File: src/rtl/can_bt_pkg.sv
package can_bt_pkg;
  typedef enum logic [1:0] {PH_SYNC, PH_SEG1, PH_SEG2} phase_e;

  typedef struct packed {
    logic       triple;
    logic [2:0] seg2;
    logic [3:0] seg1;
  } bt_reg_t;

  localparam int SEG1_MIN = 2;
  localparam int SEG2_MIN = 1;
  localparam int SUM_MIN  = 5;
  localparam int EXTRA_TQ = 2;
  localparam int VOTES    = 3;
endpackage

File: src/rtl/can_bt_cfg.sv
module can_bt_cfg
  import can_bt_pkg::*;
#(
  parameter int CNT_W = 5
) (
  input  logic             clk_i,
  input  logic             rst_ni,
  input  logic             cfg_en_i,
  input  logic             cfg_we_i,
  input  logic [7:0]       cfg_wdata_i,
  output logic             run_o,
  output logic             triple_o,
  output logic [CNT_W-1:0] seg1_len_o,
  output logic [CNT_W-1:0] seg2_len_o
);
  bt_reg_t reg_q;
  int      p1, p2;

  always_ff @(posedge clk_i or negedge rst_ni) begin
    if (!rst_ni) reg_q <= '0;
    else if (cfg_we_i && cfg_en_i) reg_q <= bt_reg_t'(cfg_wdata_i);
  end

  // clamp to the legal range, then enforce the minimum bit length
  always_comb begin
    p1 = int'(reg_q.seg1);
    p2 = int'(reg_q.seg2);
    if (p1 < SEG1_MIN) p1 = SEG1_MIN;
    if (p2 < SEG2_MIN) p2 = SEG2_MIN;
    if (p1 + p2 < SUM_MIN) p1 = SUM_MIN - p2;
  end

  assign run_o      = (reg_q.seg1 != '0) || (reg_q.seg2 != '0);
  assign triple_o   = reg_q.triple;
  assign seg1_len_o = CNT_W'(p1 + 1 + (reg_q.triple ? EXTRA_TQ : 0));
  assign seg2_len_o = CNT_W'(p2 + 1);


  p_locked_write_r1: assert property (@(posedge clk_i) disable iff (!rst_ni)
    (cfg_we_i && !cfg_en_i) |=> $stable(reg_q));

  p_min_bit_r6: assert property (@(posedge clk_i) disable iff (!rst_ni)
    run_o |-> (32'(seg1_len_o) + 32'(seg2_len_o) + 1 >= 8));
endmodule

File: src/rtl/can_bt_seq.sv
module can_bt_seq
  import can_bt_pkg::*;
#(
  parameter int CNT_W = 5,
  parameter int NVOTE = 3
) (
  input  logic             clk_i,
  input  logic             rst_ni,
  input  logic             tq_tick_i,
  input  logic             run_i,
  input  logic             rx_i,
  input  logic             bus_idle_i,
  input  logic             triple_i,
  input  logic [CNT_W-1:0] seg1_len_i,
  input  logic [CNT_W-1:0] seg2_len_i,
  output logic             win_o,
  output logic             last_o,
  output logic             tx_o
);
  phase_e           phase_q;
  logic [CNT_W-1:0] cnt_q;
  logic             rx_q;
  logic             hsync, step;
  logic [CNT_W-1:0] win_start;
  logic             seg1_end, seg2_end;

  assign hsync     = run_i && bus_idle_i && rx_q && !rx_i;
  assign step      = run_i && tq_tick_i && !hsync;
  assign win_start = seg1_len_i - CNT_W'(triple_i ? NVOTE : 1);
  assign seg1_end  = cnt_q >= seg1_len_i - CNT_W'(1);
  assign seg2_end  = cnt_q >= seg2_len_i - CNT_W'(1);

  assign win_o  = step && (phase_q == PH_SEG1) && (cnt_q >= win_start);
  assign last_o = step && (phase_q == PH_SEG1) && seg1_end;
  assign tx_o   = step && (phase_q == PH_SEG2) && seg2_end;

  always_ff @(posedge clk_i or negedge rst_ni) begin
    if (!rst_ni) rx_q <= 1'b1;
    else         rx_q <= rx_i;
  end

  always_ff @(posedge clk_i or negedge rst_ni) begin
    if (!rst_ni) begin
      phase_q <= PH_SYNC;
      cnt_q   <= '0;
    end else if (!run_i || hsync) begin
      phase_q <= PH_SYNC;
      cnt_q   <= '0;
    end else if (tq_tick_i) begin
      unique case (phase_q)
        PH_SYNC: begin
          phase_q <= PH_SEG1;
          cnt_q   <= '0;
        end
        PH_SEG1: begin
          if (seg1_end) begin
            phase_q <= PH_SEG2;
            cnt_q   <= '0;
          end else cnt_q <= cnt_q + CNT_W'(1);
        end
        PH_SEG2: begin
          if (seg2_end) begin
            phase_q <= PH_SYNC;
            cnt_q   <= '0;
          end else cnt_q <= cnt_q + CNT_W'(1);
        end
        default: begin
          phase_q <= PH_SYNC;
          cnt_q   <= '0;
        end
      endcase
    end
  end


  p_sync_after_tx_r3: assert property (@(posedge clk_i) disable iff (!rst_ni)
    tx_o |=> (phase_q == PH_SYNC));

  p_seg2_after_sample_r4: assert property (@(posedge clk_i) disable iff (!rst_ni)
    last_o |=> (phase_q == PH_SEG2 || !run_i));

  p_halt_quiet_r2: assert property (@(posedge clk_i) disable iff (!rst_ni)
    !run_i |-> (!last_o && !tx_o && !win_o));
endmodule

File: src/rtl/can_bt_sampler.sv
module can_bt_sampler #(
  parameter int NVOTE = 3
) (
  input  logic clk_i,
  input  logic rst_ni,
  input  logic win_i,
  input  logic triple_i,
  input  logic rx_i,
  output logic bit_o
);
  logic maj;

  generate
    if (NVOTE > 1) begin : g_vote
      logic [NVOTE-2:0] hist_q;
      always_ff @(posedge clk_i or negedge rst_ni) begin
        if (!rst_ni) hist_q <= '1;
        else if (win_i) begin
          hist_q[0] <= rx_i;
          for (int i = 1; i < NVOTE - 1; i++) hist_q[i] <= hist_q[i-1];
        end
      end
      assign maj = $countones({hist_q, rx_i}) > (NVOTE / 2);
    end else begin : g_single
      assign maj = rx_i;
    end
  endgenerate

  assign bit_o = triple_i ? maj : rx_i;
endmodule

File: src/rtl/can_bit_timer.sv
module can_bit_timer
  import can_bt_pkg::*;
#(
  parameter int SEG1_W = 4,
  parameter int SEG2_W = 3
) (
  input  logic       clk_i,
  input  logic       rst_ni,
  input  logic       tq_tick_i,
  input  logic       cfg_en_i,
  input  logic       cfg_we_i,
  input  logic [7:0] cfg_wdata_i,
  input  logic       rx_i,
  input  logic       bus_idle_i,
  output logic       sample_o,
  output logic       sample_valid_o,
  output logic       tx_point_o
);
  localparam int SEG1_MAXLEN = (1 << SEG1_W) + EXTRA_TQ;
  localparam int CNT_W       = $clog2(SEG1_MAXLEN + 1);

  logic             run, triple, win, last, tx;
  logic [CNT_W-1:0] seg1_len, seg2_len;

  can_bt_cfg #(.CNT_W(CNT_W)) u_cfg (
    .clk_i, .rst_ni, .cfg_en_i, .cfg_we_i, .cfg_wdata_i,
    .run_o(run), .triple_o(triple), .seg1_len_o(seg1_len), .seg2_len_o(seg2_len)
  );

  can_bt_seq #(.CNT_W(CNT_W), .NVOTE(VOTES)) u_seq (
    .clk_i, .rst_ni, .tq_tick_i, .run_i(run), .rx_i, .bus_idle_i,
    .triple_i(triple), .seg1_len_i(seg1_len), .seg2_len_i(seg2_len),
    .win_o(win), .last_o(last), .tx_o(tx)
  );

  can_bt_sampler #(.NVOTE(VOTES)) u_smp (
    .clk_i, .rst_ni, .win_i(win), .triple_i(triple), .rx_i, .bit_o(sample_o)
  );

  assign sample_valid_o = last;
  assign tx_point_o     = tx;


  p_strobe_on_tick_r7: assert property (@(posedge clk_i) disable iff (!rst_ni)
    (sample_valid_o || tx_point_o) |-> tq_tick_i);

  p_no_overlap_r7: assert property (@(posedge clk_i) disable iff (!rst_ni)
    !(sample_valid_o && tx_point_o));
endmodule

File: config.mk
export PLATFORM = sky130hd
export DESIGN_NAME = can_bit_timer
export DESIGN_NICKNAME = d
export VERILOG_FILES = /design/src/rtl/can_bt_pkg.sv /design/src/rtl/can_bt_cfg.sv /design/src/rtl/can_bt_seq.sv /design/src/rtl/can_bt_sampler.sv /design/src/rtl/can_bit_timer.sv
export SDC_FILE = /design/constraint.sdc
export NUM_CORES = 1
export LEC_CHECK = 0
export BUFFER_PORTS_ARGS = -buffer_cell sky130_fd_sc_hd__buf_2
export CAP_MARGIN = 25
export CORE_MARGIN = 10
export CORE_UTILIZATION = 60
export DETAILED_ROUTE_END_ITERATION = 16
export PLACE_DENSITY_LB_ADDON = 0.2
export REMOVE_ABC_BUFFERS = 1
export SLEW_MARGIN = 20
export SYNTH_ARGS = -nofsm -noshare
export SYNTH_HDL_FRONTEND = slang
export SYNTH_SLANG_ARGS = --single-unit
export TNS_END_PERCENT = 5
File: constraint.sdc
create_clock -name clk_i -period 10.4 [get_ports clk_i]
set_input_delay 1.56 -clock clk_i [delete_from_list [all_inputs] [get_ports clk_i]]
set_output_delay 1.56 -clock clk_i [all_outputs]
set_load 0.1 [all_outputs]
==> impl_results.md, run 1 <==
* Post-synth top flop: dfrtp_1
* Post-CTS Hold Fix Bufs at 0
* End-of-flow core utilization at between 60 and 70%
* Slew HR at between 50% and 60%
* Worst-path clk slew at 100 ps
* Final #Nets at 281
* Data arrival, critical path at 5740 ps
* Largest family of logic cells by synthesized area: compound AO/OA/AOI/OAI gates
* Routed WL per cell at 14.23 microns
* Fillers at around 260
* Xor-xnor portion of the synthesized cell area at ~3.6%
* DRT iter0 DRCs at 80
* Max incr delay on CP at around 540 ps
* Total GRT Usage at between 10% and 20%
* Critical path's most frequent cell: ha_1
* Bufs and invs on worst path at 4
* CTS buffer count at 3
* Worst Hold Class: register to register
* DRC Markers at 0
* CTS root buf: clkbuf_4
* CP required at 8840 ps
* Number of flops mapped to enable cells by yosys at 0
* Synth Register Bits at 18
* Initial antenna violation count at 0
* Total Power at 449.9 uW
* Most frequent cells after synthesis: ha_1 (26), nor2_1 (22), inv_1 (21)
* CP max stage cell: dfrtp_1
* First-pass GRT wire length at 7210 microns
* GR Overflow Total at 0
* Hold WS at approximately 550 ps
* Setup Fix Bufs, Post-CTS at 0
* Crit path cell chain: inv_1 > ha_1 > nor2_1 > inv_1 > ha_1 > ha_1 > nand4bb_1 > mux2i_1 > o31ai_2 > a211oi_4 > mux2i_2 > inv_4 > fa_1 > o21ai_0 > o31ai_1 > a21oi_1 > xor2_1 > ha_1 > a21oi_1 > nor2_1 > buf_2
* Switching share of power at 48.97%
* Crit Path Category: register to primary output
* Post-synthesis cell area at 1939 sq um
* Share of layout cells above drive strength 1 at 18.91%
* Compound-Gate Fraction of Synth Area at 22.84%
* Core box area at 3078 sq um
* Async set-reset flop share out of synthesis at 100.0%
* CTS resizes at 0
* Vias at approximately 1700
* RSZ-0062 raised after global routing: no
* Simple-Gate Fraction of Synth Area at 16.32%
* Diode count at 0
* Outcome: complete, no violations
* Post-synthesis mux area share at 10.26%
* Io pins at 18
* DPL Wire Length at ~3300 microns
* Width of the die at 76.86 microns
* Layout area overhead at 7.226%
* Clock insertion delay at the later pin of the skew report at 300 ps
* GPL Wtd Cong at 0.9872
* Area of the die at 5907 sq um
* Clock share of power at 8.2%
* Total Wirelength at 4012 microns
* Final hold vios at 0
* Die Y-Extent at between 70 and 80 microns
* Largest net degree at the start of global routing at 19
* H-Tree Depth at 1
* Final min period at roughly 7300 ps
* TritonCTS clock tree: built
* Avg Inst Size Synth at 8.736 sq um
* Pwr Density at 216.4 nW/um^2
* Post-synth top area share at about a fifth
* Crit path launch type: register
* Sequential power share at between 20 and 25%
* Maximum clock rate at 136.9 MHz
* Vias in the first global route at approximately 1600
* Setup total negative slack at 0 ps
* CTS Sinks at 18
* Crit path max-delay family: adder cells
* Row cnt at 20
* Critical path peak fanout at 10
* Final setup vio count at 0
* Post-Synth Adder-Cell Area at 17.81%
* Setup crit end kind: primary output
* VDD IR max at 113.1 uV
* Top cells by area, synth: dfrtp_1 (19%), ha_1 (17%), mux2_2 (7.0%), nor2_1 (4.3%), dfstp_2 (4.1%)
* Most common cell in the netlist: ha_1
* Port Buffers at 17
* DRT antenna net count at 0
* Synth cell types at 54
* Internal Power at 229.6 uW
* Synth warnings at 0
* Leakage at 0.0009528 uW
* Maxcap violations at 0
* Starting Density at a little over three fifths
* Post-synthesis sequential area ratio at 23.42%
* Net Switching at 220.3 uW
* Placed instance area at approximately 2100 sq um
* Synthesized netlist cell count at 222
* Slew Limit Fails at 0
* Via-to-Cell Ratio at 5.894
* Post-Route Skew at approximately 3.5 ps
* Slew at the pin closest to its max-slew limit at approximately 610 ps
* Drt first pass iters at 4
* Fin crit share at 70.21%
* Comb power frac at 69.4%
* Clk buf depth at 2
* Post-synth top area cell: dfrtp_1
* Final Instance Area at 2079 sq um
==> worst reg2reg max path: cells and delay by family (launching register included) <==
| kind | cells | cell delay (ps) |
|---|---|---|
| buf+inv | 4 | 420 |
| fa+ha+maj | 6 | 1830 |
| simple gates | 5 | 1060 |
| flops | 1 | 540 |
| mux | 3 | 1010 |
| compound gates | 7 | 1270 |
==> logic make-up (layout without fill, tap and decap cells) <==
group / Yosys count / in the layout
AOI/OAI and AO/OA: 58 / 58
xor gates and xnor gates: 8 / 8
adders and majority gates: 27 / 27
buffers and inverters: 27 / 43
DFF: 18 / 18
muxes: 18 / 18
and+or+nand+nor: 66 / 66
==> flip-flops by register name (all words and copies together), names as in the netlist <==
signal	count
u_cfg.reg_q	7
u_cfg.triple_o	1
u_seq.cnt_q	5
u_seq.phase_q	2
u_seq.rx_q	1
u_smp.g_vote.hist_q	2
==> final timing paths <==
kind | startpoint | endpoint | slack, ps | cells past startpoint
setup / recovery | u_cfg.reg_q[5] | sample_valid_o | 3100 | 21
hold / removal | u_seq.cnt_q[0] | u_seq.cnt_q[0] | 550 | 1
setup reg to reg | u_cfg.reg_q[5] | u_smp.g_vote.hist_q[1] | 4220 | 25
hold reg to reg | u_seq.cnt_q[0] | u_seq.cnt_q[0] | 550 | 1
max in group asynchronous | rst_ni | u_smp.g_vote.hist_q[0] | 8910 | 1
min in group asynchronous | rst_ni | u_cfg.triple_o | 1170 | 1
==> area by class of cell <==
type,instances,area [sq um],area share (%)
Multi-Input combinational cell,177,1374,66.07
Sequential cell,18,454.2,21.84
Timing Repair Buffer,17,85.08,4.091
Inverter,22,85.08,4.091
Tap cell,44,55.05,2.647
Clock buffer,4,26.28,1.264
==> power by group through the flow <==
stage	Clock [uW]	Sequential, uW	Combinational, uW
2_1_floorplan	0	97.9	251
3_3_place_gp	0	101	302
3_5_place_dp	0	102	309
4_1_cts	38.1	101	311
5_1_grt	40.9	103	354
6_report	37.0	101	312
==> routing by layer <==
| layer | vias up | GRT usage, % | routed length, microns |
|---|---|---|---|
| met5 | - | 0 | 0 |
| met3 | 6 | 1.981 | 157 |
| met4 | 0 | 5.576 | 59 |
| met1 | 766 | 18.50 | 1983 |
| li1 | 845 | - | - |
| met2 | 45 | 22.01 | 1811 |
==> cells in the final DEF, fill, tap and decap left out, types with 3 or more instances in the layout <==
cell      instances
dfstp_2           3
nand2b_1          3
inv_1            21
o21ai_0          11
a21o_1            5
xor2_1            3
nand2_1          17
mux2i_1           5
buf_2            17
a21oi_1          11
nor2_1           22
ha_1             26
dfrtp_1          15
mux2_2           12
nand3_1           8
o31ai_1           4
xnor2_1           5
clkbuf_4          3
nand4_1           3
==> stage by stage <==
step,std cells,setup slack (ps)
floorplan,217,3248
global placement,278,3653
detailed placement,278,3460
CTS,282,3117
global route,282,2652
finish,282,3098
Note: power is estimated with default switching activity, not from simulation.
==> inputs of run 2 (changes only) <==
Settings changed: ABC_AREA set to 1, CORE_UTILIZATION 60 to 54.
Clock period 10.4 ns to 6.1 ns, I/O delays scaled along.
==> run 2 against run 1 <==
Effect of this change:
- sequential power up 59%
- sequential cell count unchanged
- setup slack worse by 2600 ps
- first-iteration DRC count down 19%
- combinational power up 59%
- non-clock buffer count unchanged
- cell count up 13%
==> impl_results.md, run 2 <==
* Number of flops mapped to enable cells by yosys at 0 (unchanged)
* Reg2Reg Depth at 29 (+16%)
* GR Overflow Total at 0 (unchanged)
* Maxcap violations at 0 (unchanged)
* Io pins at 18 (unchanged)
* Setup total negative slack at 0 ps (unchanged)
* Registers with the most flip-flops: u_cfg.reg_q (7), u_seq.cnt_q (5)
* DRC Markers at 0 (unchanged)
* Die Y-Extent at 77.84 microns (+1.3%)
* Worst-path clk slew at 100 ps (about the same)
* Async set-reset flop share out of synthesis at 100.0% (unchanged)
* Vias at 1651 (-0.66%)
* Leakage at 0.001076 uW (+13%)
* Total Power at 719.5 uW (+60%)
* Most frequent cells after synthesis: nand2_1 (50), inv_1 (41), ha_1 (26)
* VDD IR max at 204.9 uV (+81%)
* Initial antenna violation count at 0 (unchanged)
* RSZ-0062 raised after global routing: no
* Clk buf depth at 2 (unchanged)
* Largest family of logic cells by synthesized area: simple AND/OR/NAND/NOR gates
* Post-Synth Adder-Cell Area at 19.11% (+1.3 points)
* CTS Sinks at 18 (unchanged)
* Synth warnings at 0 (unchanged)
* Post-synth top area share at 20.78% (+1.4 points)
* Port Buffers at 17 (unchanged)
* Data arrival, critical path at 4690 ps (-1050 ps)
* Via-to-Cell Ratio at 5.192 (-12%)
* Slew at the pin closest to its max-slew limit at 477.4 ps (-136.5 ps)
* Slew Limit Fails at 0 (unchanged)
* DRT antenna net count at 0 (unchanged)
* Core box area at 3128 sq um (+1.6%)
* R2R Setup Slk at 1350 ps (-2870 ps)
* Most common cell in the netlist: nand2_1
* CTS root buf: clkbuf_4
* Final #Nets at 317 (+13%)
* Final min period at 5602 ps
* Crit path launch type: register
* Width of the die at 77.84 microns (+1.3%)
* Setup crit end kind: primary output
* Critical path peak fanout at 7 (-3)
* DRT iter0 DRCs at 65 (-19%)
* Worst setup endpoint: sample_valid_o
* Post-CTS Hold Fix Bufs at 0 (unchanged)
* Drt first pass iters at 5 (+1)
* Avg Inst Size Synth at 7.085 sq um (-19%)
* Post-synthesis sequential area ratio at 25.14% (+1.7 points)
* Most common cell after layout, fill and taps aside: nand2_1
* Crit Reg-Reg Startpoint: u_cfg.reg_q[5]
* Final hold vios at 0 (unchanged)
* Total GRT Usage at 13.34% (-0.61 points)
* Final Instance Area at 1993 sq um (-4.2%)
* Post-synthesis cell area at 1807 sq um (-6.8%)
* Max reg flops at 7 (unchanged)
* Most frequent cells in the layout: nand2_1 (50), inv_1 (41), ha_1 (25)
* Fin crit share at approximately nine tenths
* CP startpoint: u_cfg.reg_q[5]
* Starting Density at 57.76% (-5.2 points)
* GPL Wtd Cong at 0.8965 (-9.2%)
* Synth cell types at 34 (-37%)
* Synth Register Bits at 18 (unchanged)
* Diode count at 0 (unchanged)
* CTS buffer count at 3 (unchanged)
* Setup Fix Bufs, Post-CTS at 0 (unchanged)
* Largest net degree at the start of global routing at 19 (unchanged)
* Slew HR at 68.09% (+10 points)
* Largest register by flop count: u_cfg.reg_q
* Final setup vio count at 0 (unchanged)
* Pwr Density at 361.0 nW/um^2 (+67%)
* Post-synthesis mux area share at 0% (-10 points)
* First-pass GRT wire length at 6982 microns (-3.2%)
* Final worst setup slack at 498.2 ps (-2600 ps)
* TritonCTS clock tree: built
* Share of layout cells above drive strength 1 at 17.52% (-1.4 points)
* Crit Path Category: register to primary output
* Setup Slack @ Placement at 592.6 ps (-2867 ps)
* Simple-Gate Fraction of Synth Area at 32.55% (+16 points)
* Outcome: complete, no violations
* Clock insertion delay at the later pin of the skew report at 290 ps (about the same)
* Row cnt at 20 (unchanged)
* H-Tree Depth at 1 (unchanged)
* CP required at 5180 ps (-3660 ps)
* DPL Wire Length at 3162 microns (-2.8%)
* Layout area overhead at 10.32%
* Synthesized netlist cell count at 255 (+15%)
* Compound-Gate Fraction of Synth Area at 11.08% (-12 points)
* Total Wirelength at 3831 microns (-4.5%)
* Worst Hold Class: register to register
* Routed WL per cell at 12.05 microns (-15%)
* Worst R2R End: u_seq.phase_q[0]
* Area of the die at 6059 sq um (+2.6%)
* Post-synth top flop: dfrtp_1
* Maximum clock rate at 178.5 MHz
* Post-synth top area cell: dfrtp_1
* Post-Route Skew at 4.980 ps (+1.460 ps)
* Xor-xnor portion of the synthesized cell area at 1.939% (-1.7 points)
* Placed instance area at 1939 sq um (-5.5%)
* Vias in the first global route at 1686 (+4.9%)
* Top cells by area, synth: dfrtp_1 (21%), ha_1 (18%), nand2_1 (10%), inv_1 (8.5%), nand3_1 (5.5%)
==> run 2: changes by cell type in the layout (fill, tap and decap cells not counted), moves of 3 or more <==
cell	delta
a21o_1	-5
o31ai_1	-4
mux2_2	-12
nand2_2	+9
nand2b_1	-3
mux2i_1	-5
nand2_1	+33
inv_2	+5
nand3_1	+12
nand3_2	+3
a21oi_1	+3
inv_1	+20
==> run 2: power by group <==
| part | internal [uW] | leakage [uW] | total (uW) | switching, uW |
|---|---|---|---|---|
| sequential | 142 | 0.000214 | 161 | 19.2 |
| clock | 25.5 | 0.0000150 | 61.2 | 35.8 |
| combinational | 181 | 0.000848 | 497 | 316 |
==> run 2: worst max-delay path: stages (launching register included) <==
cell,delay [ps]
dfrtp_1,420
inv_2,90
ha_4,180
nor2_1,150
inv_1,100
ha_1,220
ha_1,270
or2_2,290
nand3_2,150
nand3_4,120
nand2_1,80
o21a_1,140
inv_1,60
fa_1,430
inv_1,90
nand3_1,140
o21ai_2,180
inv_1,70
nand2_1,60
nand2_1,50
ha_1,320
nand2_1,80
nor3_1,220
a211oi_2,80
nor2_1,140
buf_6,240
==> run 2: worst min-delay path by stage <==
stage                                       from                      to  cells after the start
after CTS                 u_smp.g_vote.hist_q[1]  u_smp.g_vote.hist_q[1]                      2
after global placement          u_seq.phase_q[1]        u_seq.phase_q[1]                      2
after global routing                      rst_ni          u_cfg.reg_q[1]                      1
after floorplan                 u_seq.phase_q[1]        u_seq.phase_q[1]                      2
final                     u_smp.g_vote.hist_q[1]  u_smp.g_vote.hist_q[1]                      2
after detailed placement  u_smp.g_vote.hist_q[1]  u_smp.g_vote.hist_q[1]                      2
==> run 2: cell families after synthesis <==
family | Yosys count
flops | 18
fa+ha+maj | 27
simple gates | 123
xor+xnor | 4
compound gates | 34
buf+inv | 49
==> run 2: cell type report <==
type | count | area, sq um
multi-input cells | 188 | 1190
fillers | 309 | 1135
flip-flops and latches | 18 | 454.2
inverters | 47 | 176.4
repair buffers | 17 | 91.34
well taps | 44 | 55.05
clock buffers | 4 | 26.28
==> run 2: stage by stage <==
step | utilization, % | std cells | hold WS (ps)
floorplan | - | 253 | 467.5
global placement | 62.00 | 314 | 482.1
detailed placement | 62.00 | 314 | 488.9
CTS | 62.84 | 318 | 503.3
global route | 63.72 | 318 | 542.9
finish | 63.72 | 318 | 499.2
==> run 2: what timing repair did <==
item | in CTS | in global routing
hold endpoints to repair | 0 | 0
gates resized for setup | 0 | 8
setup endpoints to repair | 0 | 1
==> run 2: routing by layer <==
layer / share of wire [%] / vias to the layer above / routed length, microns / global-route usage, %
li1: - / 872 / - / -
met3: 3.5 / 6 / 136 / 2.074
met1: 47 / 745 / 1817 / 16.59
met5: 0 / - / 0 / 0
met4: 1.0 / 0 / 40 / 3.832
met2: 48 / 28 / 1836 / 23.05
==> inputs of run 3 (changes only) <==
Settings changed: ABC_AREA 1 to unset.
==> run 3 against run 2 <==
Effect of this change:
- utilization up 0.46 points
- sequential cell count unchanged
- routed wire length up 15%
- first-iteration DRC count up 140%
- combinational power up 17%
- total power up 14%
- critical path type unchanged
==> impl_results.md, run 3 (synthesis results as in run 1) <==
* Slew HR at 48.48% (-20 points)
* Final #Nets at 289 (-8.8%)
* CP required at 5180 ps (about the same)
* CTS buffer count at 3 (unchanged)
* GPL Wtd Cong at 0.8399 (-6.3%)
* Vias in the first global route at 1766 (+4.7%)
* Fin crit share at 95.31% (+3.5 points)
* TritonCTS clock tree: built
* Worst-path clk slew at 100 ps (about the same)
* First-pass GRT wire length at 7665 microns (+9.8%)
* DPL Wire Length at 3414 microns (+8.0%)
* Starting Density at 56.78% (-0.98 points)
* Maximum clock rate at 172.0 MHz (-3.6%)
* CTS Sinks at 18 (unchanged)
* DRC Markers at 0 (unchanged)
* Routed WL per cell at 15.09 microns (+25%)
* Placed cell count at 284 (-9.6%)
* Drt first pass iters at 4 (-1)
* Setup total negative slack at 0 ps (unchanged)
* Post-Route Skew at 3.020 ps (-1.960 ps)
* Die Y-Extent at 79.93 microns (+2.7%)
* Row cnt at 21 (+5.0%)
* Final non-filler cell total at 292 (-8.2%)
* Port Buffers at 17 (unchanged)
* Final setup vio count at 0 (unchanged)
* Clock insertion delay at the later pin of the skew report at 290 ps (about the same)
* Vias at 1708 (+3.5%)
* Initial antenna violation count at 0 (unchanged)
* Leakage at 0.0009928 uW (-7.8%)
* Crit path cell chain: inv_1 > ha_2 > nor2b_1 > nor2_1 > ha_2 > nand4bb_1 > mux2i_1 > o31ai_2 > a211oi_4 > a21oi_2 > ha_2 > nand2_1 > a2111o_1 > o311ai_2 > nor2_2 > a2111o_1 > nand3_1 > ha_1 > a21o_1 > a21oi_1 > nor2_1 > buf_6
* Total GRT Usage at 14.35% (+1.0 points)
* Critical path peak fanout at 6 (-1)
* Share of layout cells above drive strength 1 at 26.42% (+8.9 points)
* R2R Setup Slk at 470 ps (-880 ps)
* Via-to-Cell Ratio at 5.849 (+13%)
* Crit path launch type: register
* Largest register by flop count: u_cfg.reg_q
* Max reg flops at 7 (unchanged)
* Worst Hold Class: primary input to asynchronous set/reset pin
* Crit Path Category: register to primary output
* Pwr Density at 374.4 nW/um^2 (+3.7%)
* CTS root buf: clkbuf_4
* Final hold vios at 0 (unchanged)
* Width of the die at 79.93 microns (+2.7%)
* Total Wirelength at 4405 microns (+15%)
* Core box area at 3416 sq um (+9.2%)
* Max incr delay on CP at 430 ps (about the same)
* Post-CTS Hold Fix Bufs at 0 (unchanged)
* Most frequent cells in the layout: ha_1 (22), inv_1 (20), nor2_1 (20)
* Total Power at 820.8 uW (+14%)
* GR Overflow Total at 0 (unchanged)
* Io pins at 18 (unchanged)
* VDD IR max at 202.8 uV (-1.0%)
* Layout area overhead at 13.03%
* CP max stage cell: a2111o_1
* Outcome: complete, no violations
* Largest net degree at the start of global routing at 19 (unchanged)
* Final min period at 5814 ps (+211.9 ps)
* Area of the die at 6389 sq um (+5.4%)
* DRT iter0 DRCs at 154 (+140%)
* Clk buf depth at 2 (unchanged)
* Most common cell after layout, fill and taps aside: ha_1
* Data arrival, critical path at 4900 ps (+210 ps)
* H-Tree Depth at 1 (unchanged)
* Setup crit end kind: primary output
* Slew Limit Fails at 0 (unchanged)
* Diode count at 0 (unchanged)
* Slew at the pin closest to its max-slew limit at 753.3 ps (+275.9 ps)
* DRT antenna net count at 0 (unchanged)
* Registers with the most flip-flops: u_cfg.reg_q (7), u_seq.cnt_q (5)
* Critical path's most frequent cell: ha_2
* Maxcap violations at 0 (unchanged)
==> run 3: repair_timing <==
item                                    in CTS  in global routing
buffers inserted                             1                  3
endpoints found under the setup margin       1                  1
pin swaps                                    1                  3
gates resized for setup                      1                 13
==> run 3: path summary, 6_finish.rpt <==
path                            cells past startpoint                endpoint              from
worst max-delay path                               22          sample_valid_o    u_cfg.reg_q[6]
worst min-delay path                                1          u_cfg.triple_o            rst_ni
worst max register to register                     24  u_smp.g_vote.hist_q[0]    u_cfg.reg_q[6]
worst min register to register                      2        u_seq.phase_q[1]  u_seq.phase_q[1]
max in group asynchronous                           1  u_smp.g_vote.hist_q[0]            rst_ni
min in group clk_i                                  2        u_seq.phase_q[1]  u_seq.phase_q[1]
==> run 3: area by class of cell <==
class,instances,area (sq um)
flip-flops and latches,18,454.2
multi-input cells,177,1405
inverters,22,87.58
clock buffers,4,36.28
well taps,46,57.56
repair buffers,25,151.4
fillers,292,1224
==> run 3: through the flow <==
step	cell area (sq um)	utilization, %	setup WS [ps]	hold WS (ps)
final	2192	64.18	286.3	531.6
after floorplan	1913	-	-406.7	503.9
after CTS	2132	62.42	9.584	542.8
after global routing	2192	64.18	-58.32	541.0
after global placement	2086	61.06	170.9	535.6
after detailed placement	2086	61.06	112.0	551.6
==> run 3: metal layers <==
layer | GRT usage [%] | wire length, microns
met4 | 4.754 | 35
met3 | 1.464 | 135
met1 | 18.07 | 2092
met5 | 0 | 0
met2 | 24.72 | 2142
==> run 3: power by group <==
group	internal [uW]	switching [uW]	leakage, uW
clock network	36.3	35.2	0.0000210
logic	250	333	0.000752
registers	144	23.2	0.000220
total	430	391	0.000993
==> run 3: worst max-delay path: cells and delay by family (launching register included) <==
family          cells  cell delay (ps)
compound gates      8             1760
fa+ha+maj           4             1170
simple gates        7              790
flops               1              400
buf+inv             2              290
mux                 1              180
